[config.mk]
export PLATFORM = sky130hd
export DESIGN_NAME = ea_gen
export DESIGN_NICKNAME = d
export VERILOG_FILES = /design/src/rtl/ea_pkg.sv /design/src/rtl/ea_linear_unit.sv /design/src/rtl/ea_circ_unit.sv /design/src/rtl/ea_gen.sv
export SDC_FILE = /design/constraint.sdc
export NUM_CORES = 1
export LEC_CHECK = 0
export CELL_PAD_IN_SITES_DETAIL_PLACEMENT = 0
export CELL_PAD_IN_SITES_GLOBAL_PLACEMENT = 1
export CORE_MARGIN = 1.5
export CORE_UTILIZATION = 30
export CTS_CLUSTER_SIZE = 12
export DETAILED_ROUTE_END_ITERATION = 10
export GPL_TIMING_DRIVEN = 0
export PLACE_DENSITY = 0.63
export RECOVER_POWER = 100
export SYNTH_ARGS = -nofsm -noshare
export SYNTH_HDL_FRONTEND = slang
export SYNTH_SLANG_ARGS = --single-unit
[constraint.sdc]
create_clock -name clk -period 8.1 [get_ports clk]
set_clock_uncertainty 0.15 [all_clocks]
set_input_delay 1.215 -clock clk [delete_from_list [all_inputs] [get_ports clk]]
set_output_delay 1.215 -clock clk [all_outputs]
set_load 0.02 [all_outputs]
[src/rtl/ea_pkg.sv]
package ea_pkg;
    localparam int ADDR_W     = 32;
    localparam int OFF_W      = 10;
    localparam int IDX_W      = 16;
    localparam int LEN_W      = ADDR_W - IDX_W;
    localparam int BEAT_BYTES = 4;
    localparam int SUM_W      = IDX_W + 2;

    typedef enum logic [2:0] {
        AM_SHORT = 3'd0,
        AM_POST  = 3'd1,
        AM_PRE   = 3'd2,
        AM_CIRC  = 3'd3,
        AM_BREV  = 3'd4
    } am_e;

    typedef struct packed {
        logic [ADDR_W-1:0] addr0;
        logic [ADDR_W-1:0] addr1;
        logic              base_we;
        logic [ADDR_W-1:0] base_new;
        logic              pair_we;
        logic [ADDR_W-1:0] pair_new;
    } ea_res_t;

    // Sign-extend the raw offset field to the address width.
    function automatic logic [ADDR_W-1:0] sext_off(input logic [OFF_W-1:0] f);
        return {{(ADDR_W-OFF_W){f[OFF_W-1]}}, f};
    endfunction

    // Sign-extend the offset field to the width used for index arithmetic.
    function automatic logic signed [SUM_W-1:0] off_delta(input logic [OFF_W-1:0] f);
        return {{(SUM_W-OFF_W){f[OFF_W-1]}}, f};
    endfunction

    // Move an index by a signed delta inside a buffer of length len.
    // A single correction step is applied; len == 0 disables wrapping.
    function automatic logic [IDX_W-1:0] wrap_idx(
        input logic [IDX_W-1:0]        idx,
        input logic signed [SUM_W-1:0] delta,
        input logic [LEN_W-1:0]        len
    );
        logic signed [SUM_W-1:0] s;
        logic signed [SUM_W-1:0] lx;
        logic signed [SUM_W-1:0] r;
        lx = $signed({{(SUM_W-LEN_W){1'b0}}, len});
        s  = $signed({{(SUM_W-IDX_W){1'b0}}, idx}) + delta;
        if (len == '0)
            r = s;
        else if (s < 0)
            r = s + lx;
        else if (s >= lx)
            r = s - lx;
        else
            r = s;
        return r[IDX_W-1:0];
    endfunction
endpackage

[src/rtl/ea_linear_unit.sv]
module ea_linear_unit
    import ea_pkg::*;
(
    input  am_e                mode,
    input  logic [ADDR_W-1:0]  base,
    input  logic [OFF_W-1:0]   off,
    output logic [ADDR_W-1:0]  addr,
    output logic               wb_en,
    output logic [ADDR_W-1:0]  wb_val
);
    logic [ADDR_W-1:0] sum;

    assign sum    = base + sext_off(off);
    assign wb_val = sum;

    always_comb begin
        case (mode)
            AM_POST: begin
                addr  = base;
                wb_en = 1'b1;
            end
            AM_PRE: begin
                addr  = sum;
                wb_en = 1'b1;
            end
            default: begin
                addr  = sum;
                wb_en = 1'b0;
            end
        endcase
    end
endmodule

[src/rtl/ea_circ_unit.sv]
module ea_circ_unit
    import ea_pkg::*;
(
    input  logic [ADDR_W-1:0] base,
    input  logic [ADDR_W-1:0] pair,
    input  logic [OFF_W-1:0]  off,
    output logic [ADDR_W-1:0] addr0,
    output logic [ADDR_W-1:0] addr1,
    output logic [ADDR_W-1:0] pair_upd
);
    localparam logic signed [SUM_W-1:0] BEAT_DELTA = SUM_W'(BEAT_BYTES);

    logic [IDX_W-1:0] idx;
    logic [LEN_W-1:0] len;
    logic [IDX_W-1:0] idx_second;
    logic [IDX_W-1:0] idx_next;

    assign idx = pair[IDX_W-1:0];
    assign len = pair[ADDR_W-1:IDX_W];

    assign idx_second = wrap_idx(idx, BEAT_DELTA, len);
    assign idx_next   = wrap_idx(idx, off_delta(off), len);

    assign addr0    = base + {{(ADDR_W-IDX_W){1'b0}}, idx};
    assign addr1    = base + {{(ADDR_W-IDX_W){1'b0}}, idx_second};
    assign pair_upd = {len, idx_next};
endmodule

[src/rtl/ea_gen.sv]
module ea_gen
    import ea_pkg::*;
(
    input  logic              clk,
    input  logic              rst,
    input  logic              req_valid,
    input  logic [2:0]        req_mode,
    input  logic              req_wide,
    input  logic [OFF_W-1:0]  req_off,
    input  logic [ADDR_W-1:0] base_a,
    input  logic [ADDR_W-1:0] pair_a,
    input  logic [ADDR_W-1:0] brev_next,
    output logic              out_valid,
    output logic [ADDR_W-1:0] addr0,
    output logic [ADDR_W-1:0] addr1,
    output logic              base_we,
    output logic [ADDR_W-1:0] base_new,
    output logic              pair_we,
    output logic [ADDR_W-1:0] pair_new
);
    am_e               mode_c;
    logic              is_ring;
    logic [ADDR_W-1:0] lin_addr, lin_wb_val;
    logic              lin_wb;
    logic [ADDR_W-1:0] ring_addr0, ring_addr1, ring_pair;
    ea_res_t           nxt, res_q;
    logic              valid_q;

    assign mode_c  = am_e'(req_mode);
    assign is_ring = (mode_c == AM_CIRC) || (mode_c == AM_BREV);

    ea_linear_unit u_lin (
        .mode   (mode_c),
        .base   (base_a),
        .off    (req_off),
        .addr   (lin_addr),
        .wb_en  (lin_wb),
        .wb_val (lin_wb_val)
    );

    ea_circ_unit u_circ (
        .base     (base_a),
        .pair     (pair_a),
        .off      (req_off),
        .addr0    (ring_addr0),
        .addr1    (ring_addr1),
        .pair_upd (ring_pair)
    );

    always_comb begin
        nxt.addr0    = is_ring ? ring_addr0 : lin_addr;
        nxt.addr1    = (mode_c == AM_CIRC) ? ring_addr1
                                           : nxt.addr0 + ADDR_W'(BEAT_BYTES);
        nxt.base_we  = req_valid && !is_ring && lin_wb;
        nxt.base_new = lin_wb_val;
        nxt.pair_we  = req_valid && is_ring;
        nxt.pair_new = (mode_c == AM_CIRC) ? ring_pair : brev_next;
        if (!req_wide)
            nxt.addr1 = res_q.addr1;
    end

    always_ff @(posedge clk) begin
        if (rst) begin
            valid_q <= 1'b0;
            res_q   <= '0;
        end else begin
            valid_q <= req_valid;
            res_q   <= nxt;
        end
    end

    assign out_valid = valid_q;
    assign addr0     = res_q.addr0;
    assign addr1     = res_q.addr1;
    assign base_we   = res_q.base_we;
    assign base_new  = res_q.base_new;
    assign pair_we   = res_q.pair_we;
    assign pair_new  = res_q.pair_new;
endmodule

==> results_dict.tcl, run 1 <==
set metrics [dict create \
    violations "capacitance limit" \
    die_area_um2 44900 \
    routabilityCongestion 0.925 \
    ys_seq_area_frac 0.200 \
    fin_tns_setup_ns 0 \
    place_inst 2539 \
    multi_input_area_um2 9710 \
    fill_cells 4520 \
    drv_slew 0 \
    post-route-drc-count 0 \
    die_y_um 212 \
    clk_transition_reported_paths_ns 0.06 \
    cp_max_fo 8 \
    core-area_um2 43100 \
    timing.final.setup_violations 0 \
    root_buffer "clkbuf_16" \
    drive_gt1_frac 0.0573 \
    max_cap_viol_count 1 \
    track_usage 0.254 \
    crit_type "in2reg" \
    cts_buffers 17 \
    endpoint_kind "flip-flop" \
    fmax_mhz 129 \
    ys_seq_elements 131 \
    critPathRequiredTime_ns 8.28 \
    clockBufferDepth 2 \
    grt_max_degree 32 \
    min_period_over_period 0.954 \
    grt_pass1_vias 13100 \
    cts_num_sinks 131 \
    irDropWorstVdd_v 0.000155 \
    start_kind "input port" \
    first_iter_violations 1108 \
    startpoint "pair_a[3]" \
    nets 2227 \
    via_per_inst 5.38 \
    rows 76 \
    syn-num-nets 1963 \
    via_count 13900 \
    cts-htree-levels 4 \
    synth_edf_count 0 \
    leakagePower_nw 7.10 \
    routed_wl_um 57400 \
    avgSynthCellArea_um2 7.64 \
    min_period_ns 7.72 \
    grt_pass1_wl_um 84300 \
    drt-wirelength-per-cell_um 22.3 \
    postRouteAntennaNets 0 \
    power_mw 3.22 \
    cts_tree "yes" \
    worst_slew_pin_slew_ns 1.48 \
    power_density_nw_per_um2 191 \
    syn_area_um2 13100 \
    initial_core_util 0.304 \
    synthDistinctLibCells 101 \
    io_buffer_count 240 \
    io_pins 244 \
    drt-pass1-iter-count 5 \
    synth_async_sr_flop_share 0 \
    r2r_start "addr1[20]" \
    synthCells 1714 \
    hp-class "reg2reg" \
    num_antenna_cells 0 \
    hp-start "addr1[18]" \
    yosys_warnings 0 \
    pre_cts_ws_ns -1.38 \
    worst_skew_pair.late_latency_ns 0.47 \
    grt.overflow.total 0 \
    synth_ff_type "dfxtp_1" \
    setup_slack_ns 0.375 \
    dp_hpwl_um 47300 \
    final_hold_viol_count 0 \
    status "complete, but fails checks" \
    final_core_util 0.392 \
    final_cells 2576 \
    die_w_um 212 \
    relSlewSlack 0.00423 \
    area_delta_synth_final_pct 28.9 \
    seqCellArea_um2 2620 \
    antenna_found_initial 1 \
    cp.arrival_ns 7.90 \
]
## sequential cells by signal, summed over array words and instances (netlist names)
register   count
addr0         32
addr1         32
base_new      32
pair_new      32
base_we        1
out_valid      1
pair_we        1
## Yosys cell counts (28+ instances only)
cell / number / area, µm²
nand3_1: 31 / 155
inv_1: 86 / 323
nand2_1: 158 / 593
a21o_1: 37 / 278
dfxtp_1: 131 / 2620
clkbuf_1: 48 / 180
xor2_1: 51 / 447
nor3_1: 46 / 230
xnor2_1: 92 / 806
a21oi_1: 153 / 766
ha_1: 129 / 1610
nor2_1: 179 / 672
a211oi_1: 39 / 293
nand4_1: 28 / 175
o21ai_0: 92 / 460
## critical path, cell delays in order
cell and delay [ns]:
clkdlybuf4s50_1 0.64, ha_1 0.35, ha_1 0.37, a21boi_1 0.26
o21ai_0 0.17, a21boi_2 0.24, o2111ai_1 0.14, nand4_1 0.14
and3_1 0.19, nor2_1 0.06, o21ai_1 0.21, nand2_1 0.13
a21oi_4 0.23, mux2_2 0.37, ha_1 0.28, a21o_1 0.19
a21o_1 0.23, a2111oi_4 0.42, o311ai_1 0.20, a221o_1 0.36
o21ai_0 0.21, a21boi_0 0.12, o21a_1 0.31, nor2b_1 0.20
xnor2_1 0.28, a21oi_1 0.11, o21ai_0 0.13, o21ai_0 0.12
## stage by stage
step	hold WS, ns	area [µm²]
after floorplan	0.369	13100
after global placement	0.313	16200
after detailed placement	0.317	16200
after CTS	0.327	16900
after global routing	0.342	16900
final	0.315	16900
## cell usage in the layout, fill, tap and decap left out, drive strengths merged, types with 7 or more instances in the layout
| master | Yosys | final |
|---|---|---|
| fa | 7 | 7 |
| nand2 | 159 | 159 |
| o221ai | 8 | 8 |
| nand3 | 32 | 32 |
| a21oi | 157 | 157 |
| and3 | 19 | 19 |
| nand2b | 12 | 12 |
| o21ai | 98 | 98 |
| nor2b | 20 | 20 |
| clkdlybuf4s50 | 0 | 101 |
| o211ai | 10 | 10 |
| o21bai | 16 | 16 |
| o31ai | 15 | 15 |
| clkbuf | 49 | 77 |
| nor3 | 46 | 46 |
| a21o | 38 | 38 |
| nand4 | 28 | 28 |
| nor4 | 18 | 18 |
| xnor2 | 92 | 92 |
| a211oi | 41 | 41 |
| a21boi | 8 | 8 |
| a211o | 7 | 7 |
| or3 | 8 | 8 |
| ha | 129 | 129 |
| inv | 87 | 90 |
| a221oi | 21 | 21 |
| nor2 | 181 | 181 |
| dfxtp | 131 | 131 |
| buf | 29 | 27 |
| a31oi | 11 | 11 |
| xor2 | 51 | 51 |
| dlygate4sd3 | 0 | 136 |
| mux2 | 17 | 17 |
| o21a | 18 | 18 |
| and2 | 28 | 28 |
| mux2i | 12 | 12 |
## repair_timing
item / CTS / global route
hold buffers: 0 / 0
gates resized for setup: 9 / 7
endpoints found under the setup margin: 18 / 18
endpoints found under the hold margin: 0 / 0
setup buffers: 0 / 2
pin swaps: 0 / 1
## cell families after synthesis
| family | count (synthesis) | share of synthesized area |
|---|---|---|
| fa+ha+maj | 136 | 0.134 |
| simple gates | 586 | 0.219 |
| xor+xnor | 143 | 0.0957 |
| compound gates | 523 | 0.270 |
| mux | 29 | 0.0241 |
| flops | 131 | 0.200 |
| buf+inv | 166 | 0.0568 |
## final timing paths
kind                            slack [ns]  cells past startpoint         to
worst max-delay path                  0.38                     28  addr1[21]
worst min-delay path                  0.31                      2  addr1[18]
worst max register to register        7.14                      2  addr1[20]
worst min register to register        0.31                      2  addr1[18]
## area by class of cell
type,count,share of cell area
multi-input combinational,1417,0.575
sequential,131,0.155
timing repair buffer,245,0.144
tap,585,0.0434
clock buffer,20,0.0265
buffer,79,0.0242
inverter,87,0.0194
clock inverter,12,0.0119
## power by group
part | switching (mW) | total (mW) | internal (mW)
Combinational | 0.971 | 1.60 | 0.624
Sequential | 0.0274 | 0.746 | 0.718
Clock | 0.325 | 0.879 | 0.554
## per-layer routing
metal	global-route usage	wire length (µm)	part of all wire
met4	0.0564	688	0.012
met2	0.388	24800	0.43
met3	0.0352	3050	0.053
met1	0.375	28900	0.50
met5	0	0	0
Note: power is estimated with default switching activity, not from simulation.
==> inputs of run 2 (changes only) <==
--- a/config.mk
+++ b/config.mk
@@ -12,7 +12,7 @@
 export CTS_CLUSTER_SIZE = 12
 export DETAILED_ROUTE_END_ITERATION = 10
 export GPL_TIMING_DRIVEN = 0
-export PLACE_DENSITY = 0.63
+export PLACE_DENSITY_LB_ADDON = 0.05
 export RECOVER_POWER = 100
 export SYNTH_ARGS = -nofsm -noshare
 export SYNTH_HDL_FRONTEND = slang
==> run 2 against run 1 <==
Compared with the run above: power fell by 0.37%; critical endpoint is now addr1[23]; setup slack got worse by 0.14 ns; register-to-register slack improved by 0.03 ns; hold slack got worse by 0.0028 ns; sequential cell count did not move; the run ends with capacitance limit, slew limit left; non-clock buffer count fell by 3; clock power fell by 1%; sequential power barely moved; clock-buffer cell count fell by 2; maximum frequency fell by 1.7%; critical path depth did not move; largest power group unchanged; core utilization fell by 0.19 points; largest cell class unchanged.
==> results_dict.tcl, run 2 (synthesized netlist as in run 1, its figures left out) <==
set metrics [dict create \
    power_mw 3.21 \
    core-area_um2 43100 \
    crit_type "in2reg" \
    max_cap_viol_count 1 \
    hp-start "addr1[18]" \
    grt.overflow.total 0 \
    root_buffer "clkbuf_16" \
    r2r_cells 2 \
    cts-htree-levels 4 \
    drt-pass1-iter-count 7 \
    clk_transition_reported_paths_ns 0.06 \
    violations "capacitance limit, slew limit" \
    relSlewSlack -0.441 \
    routed_wl_um 58600 \
    rows 76 \
    drt-wirelength-per-cell_um 22.8 \
    start_kind "input port" \
    cp.arrival_ns 8.07 \
    worst_slew_pin_slew_ns 2.16 \
    seqCellArea_um2 2620 \
    grt_pass1_wl_um 85400 \
    setup_slack_ns 0.239 \
    cts_hold_buf 0 \
    power_density_nw_per_um2 191 \
    postRouteAntennaNets 0 \
    layout_commonest_cell "nor2_1" \
    fmax_mhz 127 \
    r2r-end "addr1[26]" \
    r2r_start "addr1[26]" \
    multi_input_area_um2 9670 \
    pre_cts_ws_ns -1.34 \
    io_pins 244 \
    min_period_over_period 0.970 \
    min_period_ns 7.86 \
    die_y_um 212 \
    endpoint_kind "flip-flop" \
    drv_slew 32 \
    antenna_found_initial 1 \
    min_to "addr1[18]" \
    hold-worst-slack_ns 0.312 \
    grt_pass1_vias 13200 \
    area_delta_synth_final_pct 28.2 \
    dpl_cell_area_um2 16200 \
    cts_num_sinks 131 \
    final_core_util 0.390 \
    cts_buffers 17 \
    status "complete, but fails checks" \
    leakagePower_nw 7.09 \
    cts_tree "yes" \
    min_path_cells 2 \
    track_usage 0.260 \
    die_area_um2 44900 \
    via_per_inst 5.41 \
    ff2ff_setup_slack_ns 7.17 \
    via_count 13900 \
    critPathRequiredTime_ns 8.31 \
    grt_max_degree 32 \
    dp_hpwl_um 48200 \
    die_w_um 212 \
    worst_skew_pair.late_latency_ns 0.47 \
    final_cell_mix "nor2_1 (180), nand2_1 (159), a21oi_1 (154), dlygate4sd3_1 (134), dfxtp_1 (131)" \
    timing.final.setup_violations 0 \
    post-route-drc-count 0 \
    final_hold_viol_count 0 \
    first_iter_violations 1120 \
    initial_core_util 0.304 \
    cp_max_fo 8 \
    drive_gt1_frac 0.0528 \
    io_buffer_count 240 \
    stdcell_area_um2 16800 \
    nets 2224 \
    hp-class "reg2reg" \
    fill_cells 4606 \
    clockBufferDepth 2 \
    routabilityCongestion 0.908 \
    irDropWorstVdd_v 0.000136 \
]
-- run 2: area by class of cell --
class	instances	area share
Clock buffer	18	0.0256
Inverter	87	0.0194
Sequential cell	131	0.156
Antenna cell	2	0.000298
Multi-Input combinational cell	1417	0.576
Clock inverter	14	0.0120
Tap cell	585	0.0436
Buffer	79	0.0233
Timing Repair Buffer	242	0.144
-- run 2: metrics by stage --
stage / setup TNS [ns] / std cells
after floorplan: 0 / 1714
after global placement: -19.52 / 2539
after detailed placement: -18.09 / 2539
after CTS: 0 / 2571
after global routing: -0.00328 / 2573
final: 0 / 2575
-- run 2: per-layer routing --
metal  part of all wire  vias up  global-route usage
met2               0.41      427               0.381
met3              0.055       47              0.0461
met5                  0        -                   0
met1               0.52     6685               0.387
met4              0.017        0              0.0665
li1                   -     6768                   -
-- run 2: worst max-delay path: stages --
cell and delay (ns):
clkdlybuf4s50_1 0.66, and3_1 0.21, and3_1 0.19, nand2_1 0.08, nor2_1 0.21, and2_1 0.17
xnor2_1 0.19, ha_1 0.34, and3_1 0.16, nand3_1 0.11, nor4_1 0.06, a311oi_1 0.59
a21oi_4 0.13, buf_4 0.17, mux2_2 0.26, ha_1 0.28, a21o_1 0.18, a21o_1 0.22
a2111oi_2 0.49, o311ai_1 0.24, a221o_1 0.36, o21ai_0 0.20, a21boi_0 0.12, o21a_1 0.35
nand2_1 0.15, xor2_1 0.31, a21oi_1 0.15, a22o_1 0.27
-- run 2: what timing repair did --
item / in CTS / in global routing
pin swaps: 0 / 1
gates resized for setup: 7 / 6
buffers inserted: 0 / 2
endpoints found under the setup margin: 17 / 17
-- run 2: power by group --
| group | switching, mW | internal (mW) |
|---|---|---|
| clock | 0.350 | 0.519 |
| combinational | 0.978 | 0.618 |
| sequential | 0.0255 | 0.718 |
-- run 2: worst max path at each step --
stage	from	slack (ns)	end	cells after the start
finish	pair_a[4]	0.24	addr1[23]	28
floorplan	pair_a[2]	1.03	addr1[23]	26
CTS	pair_a[17]	0.008	addr1[20]	33
global placement	pair_a[17]	-1.48	addr1[23]	29
global route	pair_a[18]	-0.003	addr1[20]	32
detailed placement	pair_a[17]	-1.34	addr1[23]	29
==> inputs of run 3 (changes only) <==
--- a/config.mk
+++ b/config.mk
@@ -8,12 +8,13 @@
 export CELL_PAD_IN_SITES_DETAIL_PLACEMENT = 0
 export CELL_PAD_IN_SITES_GLOBAL_PLACEMENT = 1
 export CORE_MARGIN = 1.5
-export CORE_UTILIZATION = 30
+export CORE_UTILIZATION = 39
 export CTS_CLUSTER_SIZE = 12
 export DETAILED_ROUTE_END_ITERATION = 10
 export GPL_TIMING_DRIVEN = 0
-export PLACE_DENSITY_LB_ADDON = 0.05
+export PLACE_DENSITY = 0.86
 export RECOVER_POWER = 100
+export SLEW_MARGIN = 20
 export SYNTH_ARGS = -nofsm -noshare
 export SYNTH_HDL_FRONTEND = slang
 export SYNTH_SLANG_ARGS = --single-unit
==> run 3 against run 2 <==
Compared with the run above: the flow finishes with violations (slew limit); sequential share of layout area is 0.14 points higher; combinational power hardly changed; wire length is 10% lower; sequential power hardly changed; critical path type unchanged.
==> results_dict.tcl, run 3 (synthesized netlist as in run 1, its figures left out) <==
set metrics [dict create \
    rows 66 \
    routed_wl_um 52600 \
    min_period_over_period 0.946 \
    multi_input_area_um2 9690 \
    antenna_found_initial 1 \
    r2r-end "addr1[26]" \
    cts_hold_buf 0 \
    r2r_cells 2 \
    nets 2228 \
    crit_end "addr1[22]" \
    critPathRequiredTime_ns 8.26 \
    routabilityCongestion 0.962 \
    crit_type "in2reg" \
    drv_slew 6 \
    place_inst 2400 \
    cts_num_sinks 131 \
    intPower_mw 1.80 \
    via_count 14200 \
    power_frac_clock 0.260 \
    num_antenna_cells 0 \
    fmax_mhz 131 \
    power_density_nw_per_um2 189 \
    core-area_um2 32800 \
    cts-htree-levels 4 \
    cp_max_fo 10 \
    clk_transition_reported_paths_ns 0.06 \
    power_mw 3.14 \
    die_y_um 186 \
    drive_gt1_frac 0.0567 \
    layout_commonest_cell "nor2_1" \
    grt_pass1_vias 13100 \
    final_cell_mix "nor2_1 (180), nand2_1 (159), a21oi_1 (154), dlygate4sd3_1 (137), dfxtp_1 (131)" \
    grt_max_degree 24 \
    root_buffer "clkbuf_16" \
    leakagePower_nw 7.10 \
    final_hold_viol_count 0 \
    grt.overflow.total 0 \
    timing.final.setup_violations 0 \
    postRouteAntennaNets 0 \
    ff2ff_setup_slack_ns 7.05 \
    die_w_um 186 \
    r2r_start "addr1[26]" \
    cts_tree "yes" \
    stdcell_area_um2 16600 \
    drt-wirelength-per-cell_um 21.6 \
    max_stage_delay_ns 0.68 \
    final_cells 2434 \
    final_core_util 0.508 \
    power_frac_seq 0.236 \
    min_period_ns 7.66 \
    io_buffer_count 240 \
    worst_skew_pair.late_latency_ns 0.44 \
    dp_hpwl_um 42700 \
    start_kind "input port" \
    area_delta_synth_final_pct 27.1 \
    power.net_switching_mw 1.33 \
    seqCellArea_um2 2620 \
    post-route-drc-count 0 \
    drt-pass1-iter-count 5 \
    swShare 0.425 \
    hp-class "reg2reg" \
    max_cap_viol_count 0 \
    fin_tns_setup_ns 0 \
    critPathSlowestCell "clkdlybuf4s50_1" \
    irDropWorstVdd_v 0.000157 \
    io_pins 244 \
    violations "slew limit" \
    dpl_cell_area_um2 16100 \
    cts_buffers 17 \
    cp.arrival_ns 7.82 \
    fill_cells 3260 \
    status "complete, but fails checks" \
    grt_pass1_wl_um 78400 \
    endpoint_kind "flip-flop" \
    die_area_um2 34700 \
    startpoint "pair_a[4]" \
    power_frac_comb 0.503 \
    worst_slew_pin_slew_ns 1.61 \
    rsz0062_at_grt "no" \
    track_usage 0.301 \
    via_per_inst 5.85 \
    first_iter_violations 1450 \
    relSlewSlack -0.0758 \
    clockBufferDepth 2 \
    initial_core_util 0.399 \
]
==> run 3: worst min-delay path by stage <==
| stage | start | end | slack (ns) | cells after the start |
|---|---|---|---|---|
| floorplan | addr1[18] | addr1[18] | 0.37 | 2 |
| global placement | addr1[18] | addr1[18] | 0.30 | 2 |
| detailed placement | addr1[18] | addr1[18] | 0.30 | 2 |
| CTS | addr1[18] | addr1[18] | 0.31 | 2 |
| global route | addr1[18] | addr1[18] | 0.32 | 2 |
| finish | addr1[18] | addr1[18] | 0.31 | 2 |
==> run 3: worst max-delay path: cells and delay by family <==
family                     cells  cell delay (ns)
muxes                          1             0.19
adders and majority gates      3             0.92
and+or+nand+nor               12             1.92
xor gates and xnor gates       2             0.41
buffers and inverters          3             0.97
AOI/OAI and AO/OA              9             2.20
==> run 3: area by class of cell <==
type,count,share of cell area
Buffer,79,0.0246
Clock buffer,18,0.0258
Clock inverter,14,0.0101
Inverter,87,0.0196
Multi-Input combinational cell,1417,0.582
Sequential cell,131,0.158
Tap cell,442,0.0332
Timing Repair Buffer,246,0.147
==> run 3: repair_timing <==
item / in CTS / in global routing
gates cloned: 0 / 0
setup endpoints to repair: 17 / 18
resized for setup: 5 / 9
pin swaps: 0 / 1
setup buffers: 0 / 2
==> run 3: power by group through the flow <==
| stage | logic [mW] | registers (mW) | clock network, mW |
|---|---|---|---|
| 2_1_floorplan | 0.926 | 0.848 | 0 |
| 3_3_place_gp | 1.55 | 0.759 | 0 |
| 3_5_place_dp | 1.56 | 0.759 | 0 |
| 4_1_cts | 1.58 | 0.746 | 0.824 |
| 5_1_grt | 1.70 | 0.750 | 0.851 |
| 6_report | 1.58 | 0.742 | 0.816 |
==> run 3: routing by layer <==
layer  GRT usage  wire, µm  up-vias
li1            -         -     6763
met1       0.441     25000     6752
met2       0.453     22100      651
met3      0.0463      4250       73
met4      0.0823      1170        0
met5           0         0        -
==> run 3: through the flow <==
step	setup slack (ns)	hold WS (ns)
6_report	0.440	0.305
3_3_place_gp	-1.05	0.300
2_1_floorplan	1.03	0.369
5_1_grt	0.0414	0.320
3_5_place_dp	-1.12	0.305
4_1_cts	0.0189	0.313
